File: src/rtl/uw_sync_pkg.sv
package uw_sync_pkg;
   typedef enum logic {
      SRCH_FULL = 1'b0,
      SRCH_WIN  = 1'b1
   } srch_mode_e;

   localparam int          DEF_PAT_W = 16;
   localparam logic [15:0] DEF_PAT_A = 16'h3A5C;
   localparam logic [15:0] DEF_PAT_B = 16'hC6F1;
endpackage

File: src/rtl/uw_shift_match.sv
module uw_shift_match #(
   parameter int                PAT_W = 16,
   parameter logic [PAT_W-1:0]  PAT_A = 16'h3A5C,
   parameter logic [PAT_W-1:0]  PAT_B = 16'hC6F1
) (
   input  logic clk,
   input  logic rst_n,
   input  logic rx_bit,
   input  logic rx_bit_stb,
   input  logic pat_sel,
   output logic hit
);
   logic [PAT_W-1:0] hist_q;
   logic [PAT_W-1:0] hist_d;
   logic [PAT_W-1:0] pat;
   logic [PAT_W-1:0] eq_vec;

   generate
      if (PAT_W < 2) begin : g_bad_w
         $error("uw_shift_match: PAT_W must be at least 2");
      end
      if (PAT_A == PAT_B) begin : g_bad_pat
         $error("uw_shift_match: the two patterns must differ");
      end
   endgenerate

   // Newest bit enters at the LSB
   assign hist_d = {hist_q[PAT_W-2:0], rx_bit};
   assign pat    = pat_sel ? PAT_B : PAT_A;

   generate
      for (genvar i = 0; i < PAT_W; i++) begin : g_eq
         assign eq_vec[i] = ~(hist_d[i] ^ pat[i]);
      end
   endgenerate

   assign hit = rx_bit_stb & (&eq_vec);

   always_ff @(posedge clk) begin
      if (!rst_n)          hist_q <= '0;
      else if (rx_bit_stb) hist_q <= hist_d;
   end

   // history frozen without a strobe
   assert_hist_hold_R2: assert property (@(posedge clk) disable iff (!rst_n)
      !rx_bit_stb |=> $stable(hist_q));
   // on a strobe the newest bit lands at the LSB
   assert_hist_shift_R2: assert property (@(posedge clk) disable iff (!rst_n)
      rx_bit_stb |=> hist_q[0] == $past(rx_bit));
endmodule

File: src/rtl/uw_window_gate.sv
module uw_window_gate #(
   parameter int LOC_W    = 9,
   parameter bit CIRCULAR = 1'b1
) (
   input  logic [LOC_W-1:0] frame_pos,
   input  logic [LOC_W-1:0] anchor,
   input  logic [LOC_W-1:0] win_span,
   output logic             in_win
);
   logic [LOC_W-1:0] half;
   logic [LOC_W-1:0] fwd;
   logic [LOC_W-1:0] back;

   generate
      if (LOC_W < 2) begin : g_bad_w
         $error("uw_window_gate: LOC_W must be at least 2");
      end
   endgenerate

   assign half = win_span >> 1;
   assign fwd  = frame_pos - anchor;
   assign back = anchor - frame_pos;

   generate
      if (CIRCULAR) begin : g_circ
         assign in_win = (fwd <= half) || (back <= half);
      end else begin : g_lin
         assign in_win = ((frame_pos >= anchor) ? fwd : back) <= half;
      end
   endgenerate
endmodule

File: src/rtl/uw_sticky_flag.sv
module uw_sticky_flag (
   input  logic clk,
   input  logic rst_n,
   input  logic set,
   input  logic clr,
   output logic flag
);
   always_ff @(posedge clk) begin
      if (!rst_n)    flag <= 1'b0;
      else if (set)  flag <= 1'b1;
      else if (clr)  flag <= 1'b0;
   end

   // set beats a same-cycle clear
   assert_set_wins_R6: assert property (@(posedge clk) disable iff (!rst_n)
      set |=> flag);
   // clear without set drops the flag
   assert_clr_drops_R6: assert property (@(posedge clk) disable iff (!rst_n)
      (clr && !set) |=> !flag);
   // flag is sticky otherwise
   assert_flag_hold_R6: assert property (@(posedge clk) disable iff (!rst_n)
      (!clr && !set) |=> $stable(flag));
endmodule

File: src/rtl/uw_frame_sync.sv
module uw_frame_sync #(
   parameter int                PAT_W    = uw_sync_pkg::DEF_PAT_W,
   parameter logic [PAT_W-1:0]  PAT_A    = uw_sync_pkg::DEF_PAT_A,
   parameter logic [PAT_W-1:0]  PAT_B    = uw_sync_pkg::DEF_PAT_B,
   parameter int                LOC_W    = 9,
   parameter bit                CIRCULAR = 1'b1
) (
   input  logic             clk,
   input  logic             rst_n,
   input  logic             rx_bit,
   input  logic             rx_bit_stb,
   input  logic [LOC_W-1:0] frame_pos,
   input  logic             win_mode,
   input  logic             pat_sel,
   input  logic [LOC_W-1:0] win_span,
   input  logic             acq_clr,
   input  logic             fs_clr,
   output logic             acq_flag,
   output logic             fs_flag,
   output logic [LOC_W-1:0] sync_loc
);
   import uw_sync_pkg::*;

   srch_mode_e       mode;
   logic             pat_hit;
   logic             in_win;
   logic             match_ok;
   logic             have_loc_q;
   logic             fs_set;
   logic [LOC_W-1:0] loc_q;

   assign mode = srch_mode_e'(win_mode);

   uw_shift_match #(
      .PAT_W (PAT_W),
      .PAT_A (PAT_A),
      .PAT_B (PAT_B)
   ) match_i (
      .clk        (clk),
      .rst_n      (rst_n),
      .rx_bit     (rx_bit),
      .rx_bit_stb (rx_bit_stb),
      .pat_sel    (pat_sel),
      .hit        (pat_hit)
   );

   uw_window_gate #(
      .LOC_W    (LOC_W),
      .CIRCULAR (CIRCULAR)
   ) win_i (
      .frame_pos (frame_pos),
      .anchor    (loc_q),
      .win_span  (win_span),
      .in_win    (in_win)
   );

   assign match_ok = pat_hit && ((mode == SRCH_FULL) || in_win);
   assign fs_set   = rx_bit_stb && have_loc_q && (frame_pos == loc_q);

   always_ff @(posedge clk) begin
      if (!rst_n) begin
         loc_q      <= '0;
         have_loc_q <= 1'b0;
      end else if (match_ok) begin
         loc_q      <= frame_pos;
         have_loc_q <= 1'b1;
      end
   end

   uw_sticky_flag acq_i (
      .clk   (clk),
      .rst_n (rst_n),
      .set   (match_ok),
      .clr   (acq_clr),
      .flag  (acq_flag)
   );

   uw_sticky_flag fs_i (
      .clk   (clk),
      .rst_n (rst_n),
      .set   (fs_set),
      .clr   (fs_clr),
      .flag  (fs_flag)
   );

   assign sync_loc = loc_q;

   // no strobe, no location change
   assert_loc_hold_R8: assert property (@(posedge clk) disable iff (!rst_n)
      !rx_bit_stb |=> $stable(sync_loc));
   // out-of-window hit in window mode is ignored
   assert_win_reject_R5: assert property (@(posedge clk) disable iff (!rst_n)
      (rx_bit_stb && win_mode && !in_win) |=> $stable(sync_loc));
   // an accepted match captures the frame position and flags acquisition
   assert_capture_R4: assert property (@(posedge clk) disable iff (!rst_n)
      match_ok |=> (sync_loc == $past(frame_pos)) && acq_flag);
   // reaching the stored location on a strobe raises frame start
   assert_fs_set_R7: assert property (@(posedge clk) disable iff (!rst_n)
      (rx_bit_stb && have_loc_q && frame_pos == sync_loc) |=> fs_flag);
   // flags low right after reset
   assert_reset_R1: assert property (@(posedge clk)
      !rst_n |=> !acq_flag && !fs_flag && sync_loc == '0);
endmodule

File: config.mk
export PLATFORM = sky130hd
export DESIGN_NAME = uw_frame_sync
export DESIGN_NICKNAME = d
export VERILOG_FILES = /design/src/rtl/uw_sync_pkg.sv /design/src/rtl/uw_shift_match.sv /design/src/rtl/uw_window_gate.sv /design/src/rtl/uw_sticky_flag.sv /design/src/rtl/uw_frame_sync.sv
export SDC_FILE = /design/constraint.sdc
export NUM_CORES = 1
export LEC_CHECK = 0
export BUFFER_PORTS_ARGS = -buffer_cell sky130_fd_sc_hd__buf_2
export CAP_MARGIN = 10
export CORE_ASPECT_RATIO = 1.25
export CORE_MARGIN = 4
export CORE_UTILIZATION = 50
export DETAILED_ROUTE_END_ITERATION = 10
export PLACE_DENSITY = 0.72
export SKIP_CTS_REPAIR_TIMING = 1
export SYNTH_ARGS = -nofsm -noshare
export SYNTH_HDL_FRONTEND = slang
export SYNTH_SLANG_ARGS = --single-unit
File: constraint.sdc
create_clock -name clk -period 5 [get_ports clk]
set_input_delay 1.5 -clock clk [delete_from_list [all_inputs] [get_ports clk]]
set_output_delay 1.5 -clock clk [all_outputs]
set_load 0.05 [all_outputs]
Word level (Yosys, flattened, before mapping)
Cells that the tools add are included.

Input bits: 26. Register bits after elaboration: 27. Output and inout bits: 11.

Equal/unequal tests: 1. Mux-type cells: 5. Bitwise operators: 34. $add $sub $neg: 2. Reductions and logical operators: 8. Order comparisons: 2.

Operator list (count): 9-bit by 8-bit <= comparator with 1-bit output (2); 9-bit subtractor (2); 1-bit inverter (17); 16-bit two-way mux (1); 16-bit AND reduction (1); 1-bit bitwise XOR (16); 9-bit == test (1); 1-bit two-way mux (4); 2-bit nonzero test (2); 1-bit logical AND (3); 1-bit logical OR (2); 1-bit AND (1).

Logic depth before layout (Yosys ltp)
Gate-level depths: netlist of run 1.

Depth in word-level cells: 7. Gate-level depth with buffers: 18.

Modules after synthesis
From an unflattened synthesis of run 1, not the netlist that was laid out.

Cell total of the unflattened synthesis: 282. Area, all modules: 2441.1 um^2.

Modules (own cells, without submodules): uw_window_gate (times used 1, area each 1181.1 um^2, cells each 159); uw_shift_match (times used 1, area each 660.6 um^2, cells each 60); uw_frame_sync (times used 1, area each 516.7 um^2, cells each 57); uw_sticky_flag (times used 2, area each 41.3 um^2, cells each 3).

Worst setup path after synthesis of run 1
No wires, ideal clock.

Path kind: in2reg. From: input port frame_pos[1]. To: register acq_i.flag. Arrival: 4254 ps. Cell stages on the path: 17. Setup slack: 631 ps. Required time: 4885 ps. Setup time: 115 ps. Path through: inv_1 > ha_1 > a21o_1 > a21oi_1 > o21bai_1 > a21o_1 > a221oi_1 > xnor2_1 > ha_1 > nor2_1 > a21oi_1 > o41ai_1 > and3_1 > clkbuf_2 > buf_4 > or2_4 > o21a_1.

Longest elaborated chain between the ends: 6.

RTL lines: start: declaration (line uw_frame_sync.sv:12) `input logic [LOC_W-1:0] frame_pos,`; 9-bit subtractor (on tied branches) (line uw_window_gate.sv:21, uw_window_gate.sv:22); 9-bit by 8-bit <= comparator with 1-bit output (line uw_window_gate.sv:26) `assign in_win = (fwd <= half) || (back <= half);`; 1-bit logical OR (*) (line uw_window_gate.sv:26); 1-bit logical OR (*) (line uw_frame_sync.sv:57) `assign match_ok = pat_hit && ((mode == SRCH_FULL) || in_win);`; 1-bit logical AND (*) (line uw_frame_sync.sv:57); 1-bit two-way mux or 2-bit nonzero test (tied branches); end signal: assignment (line uw_sticky_flag.sv:9) `if (!rst_n) flag <= 1'b0;`; end signal: assignment (line uw_sticky_flag.sv:10) `else if (set) flag <= 1'b1;`; end signal: assignment (line uw_sticky_flag.sv:11) `else if (clr) flag <= 1'b0;`; end: declaration (line uw_sticky_flag.sv:6) `output logic flag`.

Mark *: on every way between the ends. The rest lies on a longest branch, timed or not. A chain may end at the register's enable or synchronous reset.

Worst setup path after layout of run 1
From: input port frame_pos[0]. To: register loc_q[8] (netlist: sync_loc[8]).

Longest elaborated chain between the ends: 5.

RTL lines: 9-bit subtractor (on tied branches) (line uw_window_gate.sv:21, uw_window_gate.sv:22); 9-bit by 8-bit <= comparator with 1-bit output (line uw_window_gate.sv:26); 1-bit logical OR (*) (line uw_window_gate.sv:26); 1-bit logical OR (*) (line uw_frame_sync.sv:57); 1-bit logical AND (*) (line uw_frame_sync.sv:57); end signal: assignment (line uw_frame_sync.sv:65) `loc_q <= frame_pos;`; end: declaration (line uw_frame_sync.sv:30) `logic [LOC_W-1:0] loc_q;`.

Marked as above.

==> qor.txt, run 1 <==
Worst-path clk slew = 0.09 ns
Reg2Reg Launch Point = sync_loc[1]
H-tree levels = 1
Yosys cell types = 54
Yosys reg bits = 27
Setup violation total in the final timing report = 0
Initial antenna violation count = 0
Largest family of logic cells by synthesized area = compound AO/OA/AOI/OAI gates
Drt initial violations = 49
CP most frequent cell = a21oi_1
Post-synth EDFFs = 0
Most frequent cells in the layout = buf_2, inv_1, ha_1, dfxtp_1, nor2_1
Tmin final = 4.57 ns
Syn Nets = 313
RSZ-0062 raised after global routing = false
Cell family with most CP delay = simple AND/OR/NAND/NOR gates
Psw = 0.118 mW
Max-cap violations = 0
Lkg Pwr = 1.12 nW
Initial core utilization = 53.0%
CTS Buffer Depth = 2
Seq/Total Area, Yosys = 24.5%
Setup TNS = 0 ns
Average size of a mapped cell = 8.69 um^2
Pins Over Slew Limit = 0
CP Capture Type = flip-flop
Global route total overflow = 0
Final count of hold timing violations = 0
Port Buffers = 35
Outcome = complete, no violations
Mux cell area share after synthesis = 6.35%
Gate power share = 22.6%
CP Class = in -> reg
Worst vdd ir = 0.167 mV
Synth Area in Adders = 19.4%
CTS buffer count = 3
PwrDens = 178 mW/mm^2
First-pass GRT wire length = 7.14 mm
WHS Path Cells = 1
Sw Share = 27.1%
Netlist Area Pre-Place = 0.00221 mm^2
F_max = 0.219 GHz
Vias = 1,808
Min-delay src = have_loc_q
Register share of total power = 49.8%
Core ar. = 0.00416 mm^2
Area growth syn-to-layout = 10.8%
Compound-Gate Fraction of Synth Area = 19.5%
Share of cells above drive strength 1 = 23.3%
Post-synthesis xor/xnor area fraction = 5.55%
Rel. slew slack = 66.2%
Vias in the first global route = 1,711
Die H = 82.3 um
Max stage delay cell, worst path = or3b_2
Post-route ant nets = 0
Hold slack = 0.476 ns
Placer congestion estimate = 0.833
Worst Tran Pin Value = 0.507 ns
CP Data Arrival Time = 4.77 ns
Pint = 0.317 mW
Core Rows = 26
N_diodes = 0
Via-to-Cell Ratio = 5.33
Final period util = 91.3%
Crit path cell chain = buf_2 -> inv_1 -> ha_1 -> fa_1 -> nand2b_1 -> a21oi_1 -> a21o_1 -> a21oi_1 -> xnor2_1 -> ha_1 -> nand4_1 -> nor2_1 -> a21oi_1 -> o41ai_1 -> and3_1 -> buf_12 -> or3b_2 -> a21oi_2
Final #Nets = 343
Root Buffer = clkbuf_8
Total wire length = 4.26 mm
Async set-reset flop share out of synthesis = 0%
Reg-to-reg endpoint = sync_loc[8]
Reg2reg path depth = 15
Clk sinks = 27
FILL cells = 419
CTS tree = done
Finished Core Util = 58.8%
Primary FF master, synth = dfxtp_1
WP data required = 5.20 ns
HP Class = reg -> reg
Crit start category = primary input
WL/cell = 12.6 um
Final Skew = 0.00185 ns
Pin count of the biggest net entering global routing = 26
Max incr delay on CP = 0.45 ns
IO Pins = 37
DRC = 0
Worst-path fanout max = 19
Yosys warns = 0
CP bufs+invs = 3
Most common cell after layout, fill and taps aside = buf_2
Hold path endpoint = have_loc_q
Hpwl dp = 3.51 mm
First-pass detailed-route iteration total = 4
Die ar. = 0.00555 mm^2
Total chip power = 0.435 mW
Reg2reg setup slack = 1.48 ns
Synthesized instance count = 254
Die W = 67.4 um
Clk_lat worst skew = 0.26 ns
Clk pwr share = 27.5%
Post-synthesis simple-gate area fraction = 15.9%
Tot GR Track Use = 16.4%
-- cells in the mapped netlist, drive strengths merged (2+ instances only) --
master / n / area, um^2
a211oi: 5 / 47.5
a21o: 6 / 45.0
a21oi: 23 / 153
a221oi: 2 / 17.5
and2: 2 / 13.8
buf: 8 / 58.8
clkbuf: 3 / 12.5
dfxtp: 27 / 541
fa: 2 / 40.0
ha: 31 / 388
inv: 33 / 124
mux2i: 14 / 140
nand2: 4 / 15.0
nand2b: 2 / 12.5
nand3: 3 / 15.0
nand4: 5 / 31.3
nor2: 22 / 82.6
nor3: 2 / 15.0
nor4: 4 / 31.3
o21a: 3 / 30.0
o21ai: 12 / 60.1
o21bai: 3 / 22.5
or3: 8 / 60.1
xnor2: 11 / 96.3
xor2: 3 / 26.3
-- flip-flops by register name (all words and copies together) (netlist names) --
| signal | cells |
|---|---|
| acq_i.flag | 1 |
| fs_i.flag | 1 |
| have_loc_q | 1 |
| match_i.hist_q | 15 |
| sync_loc | 9 |
-- metal layers --
layer | global-route usage, % | vias to the layer above | share of wire, %
li1 | - | 944 | -
met1 | 18.0 | 823 | 42
met2 | 31.0 | 37 | 53
met3 | 2.71 | 4 | 3.8
met4 | 6.09 | 0 | 1.2
met5 | 0 | - | 0
-- power groups by stage --
stage	Clock (mW)	Combinational (mW)	Sequential, mW
finish	0.120	0.0983	0.217
CTS	0.127	0.0990	0.217
global route	0.136	0.111	0.217
global placement	0	0.0971	0.222
floorplan	0	0.0729	0.221
detailed placement	0	0.0984	0.222
-- kinds of logic (layout without fill, tap and decap cells) --
kind of cell / count (synthesis) / in the layout
adder cells (fa/ha/maj): 33 / 33
AO/OA/AOI/OAI: 61 / 61
multiplexers: 14 / 14
flip-flops: 27 / 27
XOR/XNOR: 14 / 14
AND/OR/NAND/NOR: 61 / 61
buffers and inverters: 44 / 73
-- how the worst max path moves through the flow --
stage	start	endpoint	slack [ns]	depth (start not counted)
floorplan	frame_pos[1]	acq_i.flag	0.63	17
global placement	frame_pos[1]	sync_loc[8]	0.20	17
detailed placement	frame_pos[0]	sync_loc[8]	0.17	18
CTS	frame_pos[0]	sync_loc[8]	0.44	18
global route	frame_pos[1]	sync_loc[8]	0.23	17
finish	frame_pos[0]	sync_loc[8]	0.43	18
-- final cells by class --
cell class	count	area (um^2)	area share, %
tap	56	70.1	2.86
timing repair buffer	36	195	7.98
clock buffer	4	45.0	1.84
inverter	33	124	5.06
sequential	27	541	22.1
multi-input combinational	183	1470	60.2
-- stage by stage --
step	area [um^2]	setup WS, ns	cells
4_1_cts	2450	0.438	339
6_report	2450	0.434	339
3_5_place_dp	2400	0.173	335
5_1_grt	2450	0.233	339
2_1_floorplan	2210	0.631	254
3_3_place_gp	2400	0.205	335
-- worst reg2reg max path: stages, from the launching register on --
cell and delay (ns):
dfxtp_1 0.46, ha_1 0.31, a21o_1 0.19, a21o_1 0.19, a21oi_1 0.18, o21bai_1 0.12, a221oi_1 0.32, xnor2_1 0.16
ha_1 0.25, nand2_1 0.07, o32ai_1 0.06, a21oi_1 0.16, a22oi_1 0.10, o21a_4 0.28, or3b_2 0.49, a21oi_2 0.12
(Power assumes the default switching activity.)
==> run 2: changes to the inputs <==
==> constraint.sdc (replaced) <==
create_clock -name clk -period 4.21 [get_ports clk]
set_input_delay 1.263 -clock clk [delete_from_list [all_inputs] [get_ports clk]]
set_output_delay 1.263 -clock clk [all_outputs]
set_load 0.005 [all_outputs]
==> qor.txt, run 2 (synthesis results as in run 1) <==
Die W = 67.4 um (unchanged)
CTS Buffer Depth = 2 (unchanged)
Die H = 82.3 um (unchanged)
DRC = 0 (unchanged)
Most common cell after layout, fill and taps aside = buf_2
Worst-path clk slew = 0.09 ns (about the same)
Worst-path fanout max = 4 (-15)
Pins Over Slew Limit = 0 (unchanged)
HP Class = reg -> reg
Outcome = complete, no violations
Highest metal used = met4
N_diodes = 0 (unchanged)
CTS buffer count = 3 (unchanged)
CP Data Arrival Time = 4.33 ns (-0.44 ns)
Initial antenna violation count = 0 (unchanged)
IO Pins = 37 (unchanged)
Tot GR Track Use = 17.8% (+1.4 points)
Final count of hold timing violations = 0 (unchanged)
Hpwl dp = 3.88 mm (+11%)
Most frequent cells in the layout = buf_2, inv_1, ha_1, buf_4, dfxtp_1
CP Capture Type = flip-flop
F_max = 0.242 GHz
H-tree levels = 1 (unchanged)
Clk_lat worst skew = 0.27 ns (about the same)
PwrDens = 198 mW/mm^2 (+11%)
Met1 wire length = 2.04 mm (+13%)
Setup violation total in the final timing report = 0 (unchanged)
Placed Area = 0.00258 mm^2 (+7.6%)
Via-to-Cell Ratio = 5.34 (about the same)
Max-cap violations = 0 (unchanged)
Tmin final = 4.13 ns
Port Buffers = 35 (unchanged)
Die ar. = 0.00555 mm^2 (unchanged)
Hold slack = 0.485 ns (+0.00924 ns)
Final Skew = 0.00296 ns (+0.00111 ns)
Rel. slew slack = 65.8% (-0.40 points)
WL met2 = 2.87 mm (+28%)
Final #Nets = 374 (+9.0%)
Crit start category = primary input
Vias = 1,975 (+9.2%)
Post-route ant nets = 0 (unchanged)
Total wire length = 5.09 mm (+20%)
Pin count of the biggest net entering global routing = 26 (unchanged)
Area growth syn-to-layout = 26.3%
Setup TNS = 0 ns (unchanged)
Core Rows = 26 (unchanged)
First-pass GRT wire length = 7.81 mm (+9.4%)
Root Buffer = clkbuf_8
Worst Tran Pin Value = 0.513 ns (+0.00604 ns)
Global route total overflow = 0 (unchanged)
WP data required = 4.42 ns (-0.78 ns)
Initial core utilization = 53.0% (unchanged)
Total chip power = 0.551 mW (+27%)
Vias in the first global route = 1,855 (+8.4%)
CP Class = in -> reg
Share of cells above drive strength 1 = 37.3% (+14 points)
Worst vdd ir = 0.268 mV (+60%)
Core ar. = 0.00416 mm^2 (unchanged)
Largest Register = match_i.hist_q
Placer congestion estimate = 0.814 (-2.3%)
WL/cell = 13.7 um (+9.5%)
CTS tree = done
Design Area, Final = 0.00279 mm^2 (+14%)
Reg2reg setup slack = 0.72 ns (-0.76 ns)
Max reg flops = 15 (unchanged)
Drt initial violations = 32 (-35%)
Lkg Pwr = 1.29 nW (+15%)
Final period util = 98.0%
First-pass detailed-route iteration total = 4 (unchanged)
Met3 wire length = 107 um (-34%)
FILL cells = 364 (-13%)
Clk sinks = 27 (unchanged)
run 2: stage by stage:
| stage | instances | setup slack (ns) | util (%) |
|---|---|---|---|
| floorplan | 254 | 0.0784 | - |
| global placement | 361 | -0.250 | 62.1 |
| detailed placement | 361 | -0.313 | 62.1 |
| CTS | 365 | -0.0279 | 63.2 |
| global route | 370 | -0.0580 | 67.0 |
| finish | 370 | 0.0841 | 67.0 |
run 2: final cells by class:
cell class	count	area [um^2]	share of cell area [%]
clock buffers	3	41.3	1.48
clock inverters	1	5.00	0.179
inverters	33	124	4.44
multi-input cells	185	1600	57.4
flip-flops and latches	27	541	19.4
well taps	56	70.1	2.51
repair buffers	65	408	14.6
run 2: metal layers:
| layer | vias up | GRT usage, % |
|---|---|---|
| met5 | - | 0 |
| met2 | 26 | 35.1 |
| met1 | 932 | 19.8 |
| met4 | 0 | 4.87 |
| met3 | 8 | 1.76 |
| li1 | 1009 | - |
run 2: worst paths after layout:
check,start,end,depth (start not counted)
worst max-delay path,frame_pos[0],sync_loc[7],18
worst min-delay path,fs_i.flag,fs_i.flag,2
worst max register to register,sync_loc[1],sync_loc[7],15
worst min register to register,fs_i.flag,fs_i.flag,2
run 2: worst max-delay path, stage by stage:
cell and delay [ns]:
buf_2 0.11, buf_4 0.10, ha_1 0.15, inv_2 0.05
fa_2 0.39, nand3_2 0.09, and2_4 0.14, o21bai_1 0.08
a21oi_1 0.17, xnor2_1 0.10, ha_1 0.34, nand2_2 0.08
o32ai_1 0.08, a21oi_1 0.20, a22oi_2 0.12, o21a_2 0.27
or3_2 0.46, a21oi_2 0.12
run 2: report_power, final:
part	total, mW	internal (mW)	switching, mW
clock network	0.146	0.0662	0.0794
logic	0.148	0.0712	0.0773
registers	0.257	0.256	0.000920
==> run 3: changes to the inputs <==
--- a/config.mk
+++ b/config.mk
@@ -11,4 +11,5 @@
 export CORE_MARGIN = 4
 export CORE_UTILIZATION = 50
+export CTS_CLUSTER_SIZE = 28
 export DETAILED_ROUTE_END_ITERATION = 10
 export PLACE_DENSITY = 0.72
==> constraint.sdc (replaced) <==
create_clock -name clk -period 4.21 [get_ports clk]
set_input_delay 0.842 -clock clk [delete_from_list [all_inputs] [get_ports clk]]
set_output_delay 0.842 -clock clk [all_outputs]
set_load 0.005 [all_outputs]
==> qor.txt, run 3 (synthesis results as in run 1) <==
Outcome = complete, no violations
CTS Buffer Depth = 2 (unchanged)
Setup violation total in the final timing report = 0 (unchanged)
Setup TNS = 0 ns (unchanged)
CP Class = in -> reg
Core Rows = 26 (unchanged)
Share of cells above drive strength 1 = 23.9% (-13 points)
Global route total overflow = 0 (unchanged)
IO Pins = 37 (unchanged)
CTS tree = done
Clk_lat worst skew = 0.27 ns (about the same)
Sw Share = 27.6% (-0.95 points)
Die W = 67.4 um (unchanged)
Pins Over Slew Limit = 0 (unchanged)
Area growth syn-to-layout = 11.5%
Reg2reg path depth = 15 (unchanged)
Register share of total power = 49.3% (+2.6 points)
Most frequent cells in the layout = buf_2, inv_1, ha_1, dfxtp_1, nor2_1
Vias in the first global route = 1,809 (-2.5%)
Die H = 82.3 um (unchanged)
Pin count of the biggest net entering global routing = 26 (unchanged)
WP data required = 4.42 ns (about the same)
Hold path endpoint = have_loc_q
Tot GR Track Use = 17.0% (-0.79 points)
Lkg Pwr = 1.13 nW (-13%)
Rel. slew slack = 65.5% (-0.31 points)
Largest Register = match_i.hist_q
Initial antenna violation count = 0 (unchanged)
Worst vdd ir = 0.206 mV (-23%)
First-pass GRT wire length = 7.38 mm (-5.5%)
Vias = 1,811 (-8.3%)
Port Buffers = 35 (unchanged)
Worst-path fanout max = 19 (+15)
Pint = 0.378 mW (-4.0%)
Tmin final = 3.87 ns (-0.259 ns)
Gate power share = 22.8% (-4.1 points)
Clk sinks = 27 (unchanged)
Die ar. = 0.00555 mm^2 (unchanged)
Psw = 0.144 mW (-8.4%)
N_diodes = 0 (unchanged)
Hpwl dp = 3.57 mm (-8.1%)
DP Cell Count = 337 (-6.6%)
WHS Path Cells = 1 (-1)
Min-delay src = have_loc_q
F_max = 0.259 GHz (+6.7%)
HP Class = reg -> reg
Initial core utilization = 53.0% (unchanged)
Final period util = 91.8% (-6.2 points)
Post-route ant nets = 0 (unchanged)
Via-to-Cell Ratio = 5.31 (-0.51%)
Finished Layout Cells = 341 (-7.8%)
CTS buffer count = 3 (unchanged)
Clk pwr share = 27.9% (+1.5 points)
Placer congestion estimate = 0.816 (+0.22%)
Total chip power = 0.522 mW (-5.3%)
Max reg flops = 15 (unchanged)
Final count of hold timing violations = 0 (unchanged)
CP Capture Type = flip-flop
Core ar. = 0.00416 mm^2 (unchanged)
PwrDens = 212 mW/mm^2 (+7.3%)
Final Skew = 0.00343 ns (+0.000468 ns)
DRC = 0 (unchanged)
Drt initial violations = 37 (+16%)
Worst-path clk slew = 0.09 ns (about the same)
CP Data Arrival Time = 4.08 ns (-0.25 ns)
RSZ-0062 raised after global routing = false
Crit start category = primary input
Reg2reg setup slack = 0.69 ns (-0.03 ns)
Reg-to-reg endpoint = sync_loc[8]
First-pass detailed-route iteration total = 4 (unchanged)
Worst Tran Pin Value = 0.517 ns (+0.00468 ns)
Reg2Reg Launch Point = sync_loc[1]
Root Buffer = clkbuf_8
Most common cell after layout, fill and taps aside = buf_2
WL/cell = 12.7 um (-7.8%)
Max-cap violations = 0 (unchanged)
Total wire length = 4.32 mm (-15%)
Final #Nets = 345 (-7.8%)
FILL cells = 415 (+14%)
H-tree levels = 1 (unchanged)
## run 3: worst max-delay path by stage
stage	start	end	slack (ns)	cells past startpoint
6_report	frame_pos[1]	sync_loc[8]	0.34	17
4_1_cts	frame_pos[1]	sync_loc[8]	0.32	17
5_1_grt	frame_pos[1]	sync_loc[8]	0.06	17
2_1_floorplan	frame_pos[1]	acq_i.flag	0.50	17
3_5_place_dp	frame_pos[1]	sync_loc[8]	0.04	17
3_3_place_gp	frame_pos[1]	sync_loc[8]	0.07	17
## run 3: layer usage
metal | track usage (%) | share of wire (%) | up-vias | routed length [um]
met5 | 0 | 0 | - | 0
met4 | 5.88 | 1.5 | 0 | 64
met3 | 2.98 | 3.7 | 7 | 161
met2 | 33.3 | 52 | 24 | 2270
met1 | 17.8 | 42 | 833 | 1830
li1 | - | - | 947 | -
## run 3: cell type report
cell class	count	area, um^2	share of cell area, %
Sequential cell	27	541	22.0
Tap cell	56	70.1	2.85
Timing Repair Buffer	38	210	8.54
Inverter	33	124	5.03
Multi-Input combinational cell	183	1470	59.8
Clock buffer	4	45.0	1.83
## run 3: metrics by stage
stage	cell area, um^2	hold WS (ns)	setup slack, ns	utilization [%]
2_1_floorplan	2210	0.441	0.499	-
3_3_place_gp	2420	0.452	0.0735	58.1
3_5_place_dp	2420	0.463	0.0373	58.1
4_1_cts	2460	0.485	0.320	59.1
5_1_grt	2460	0.508	0.0562	59.1
6_report	2460	0.480	0.343	59.1
## run 3: worst max-delay path: stages
cell and delay (ns):
buf_2 0.10, inv_1 0.09, ha_1 0.34, a21o_1 0.19, a21o_1 0.19, a21oi_1 0.16
o21bai_1 0.12, a221oi_1 0.30, xnor2_1 0.16, ha_1 0.26, nand2_1 0.08, o32ai_1 0.08
a21oi_1 0.17, a22oi_1 0.10, o21a_4 0.28, or3b_2 0.49, a21oi_2 0.12
## run 3: power groups by stage
stage                     clock network, mW  logic (mW)  registers [mW]
after global placement                    0       0.117           0.263
after detailed placement                  0       0.120           0.263
after global routing                  0.165       0.136           0.258
after floorplan                           0      0.0866           0.263
final                                 0.146       0.119           0.257
after CTS                             0.151       0.120           0.257
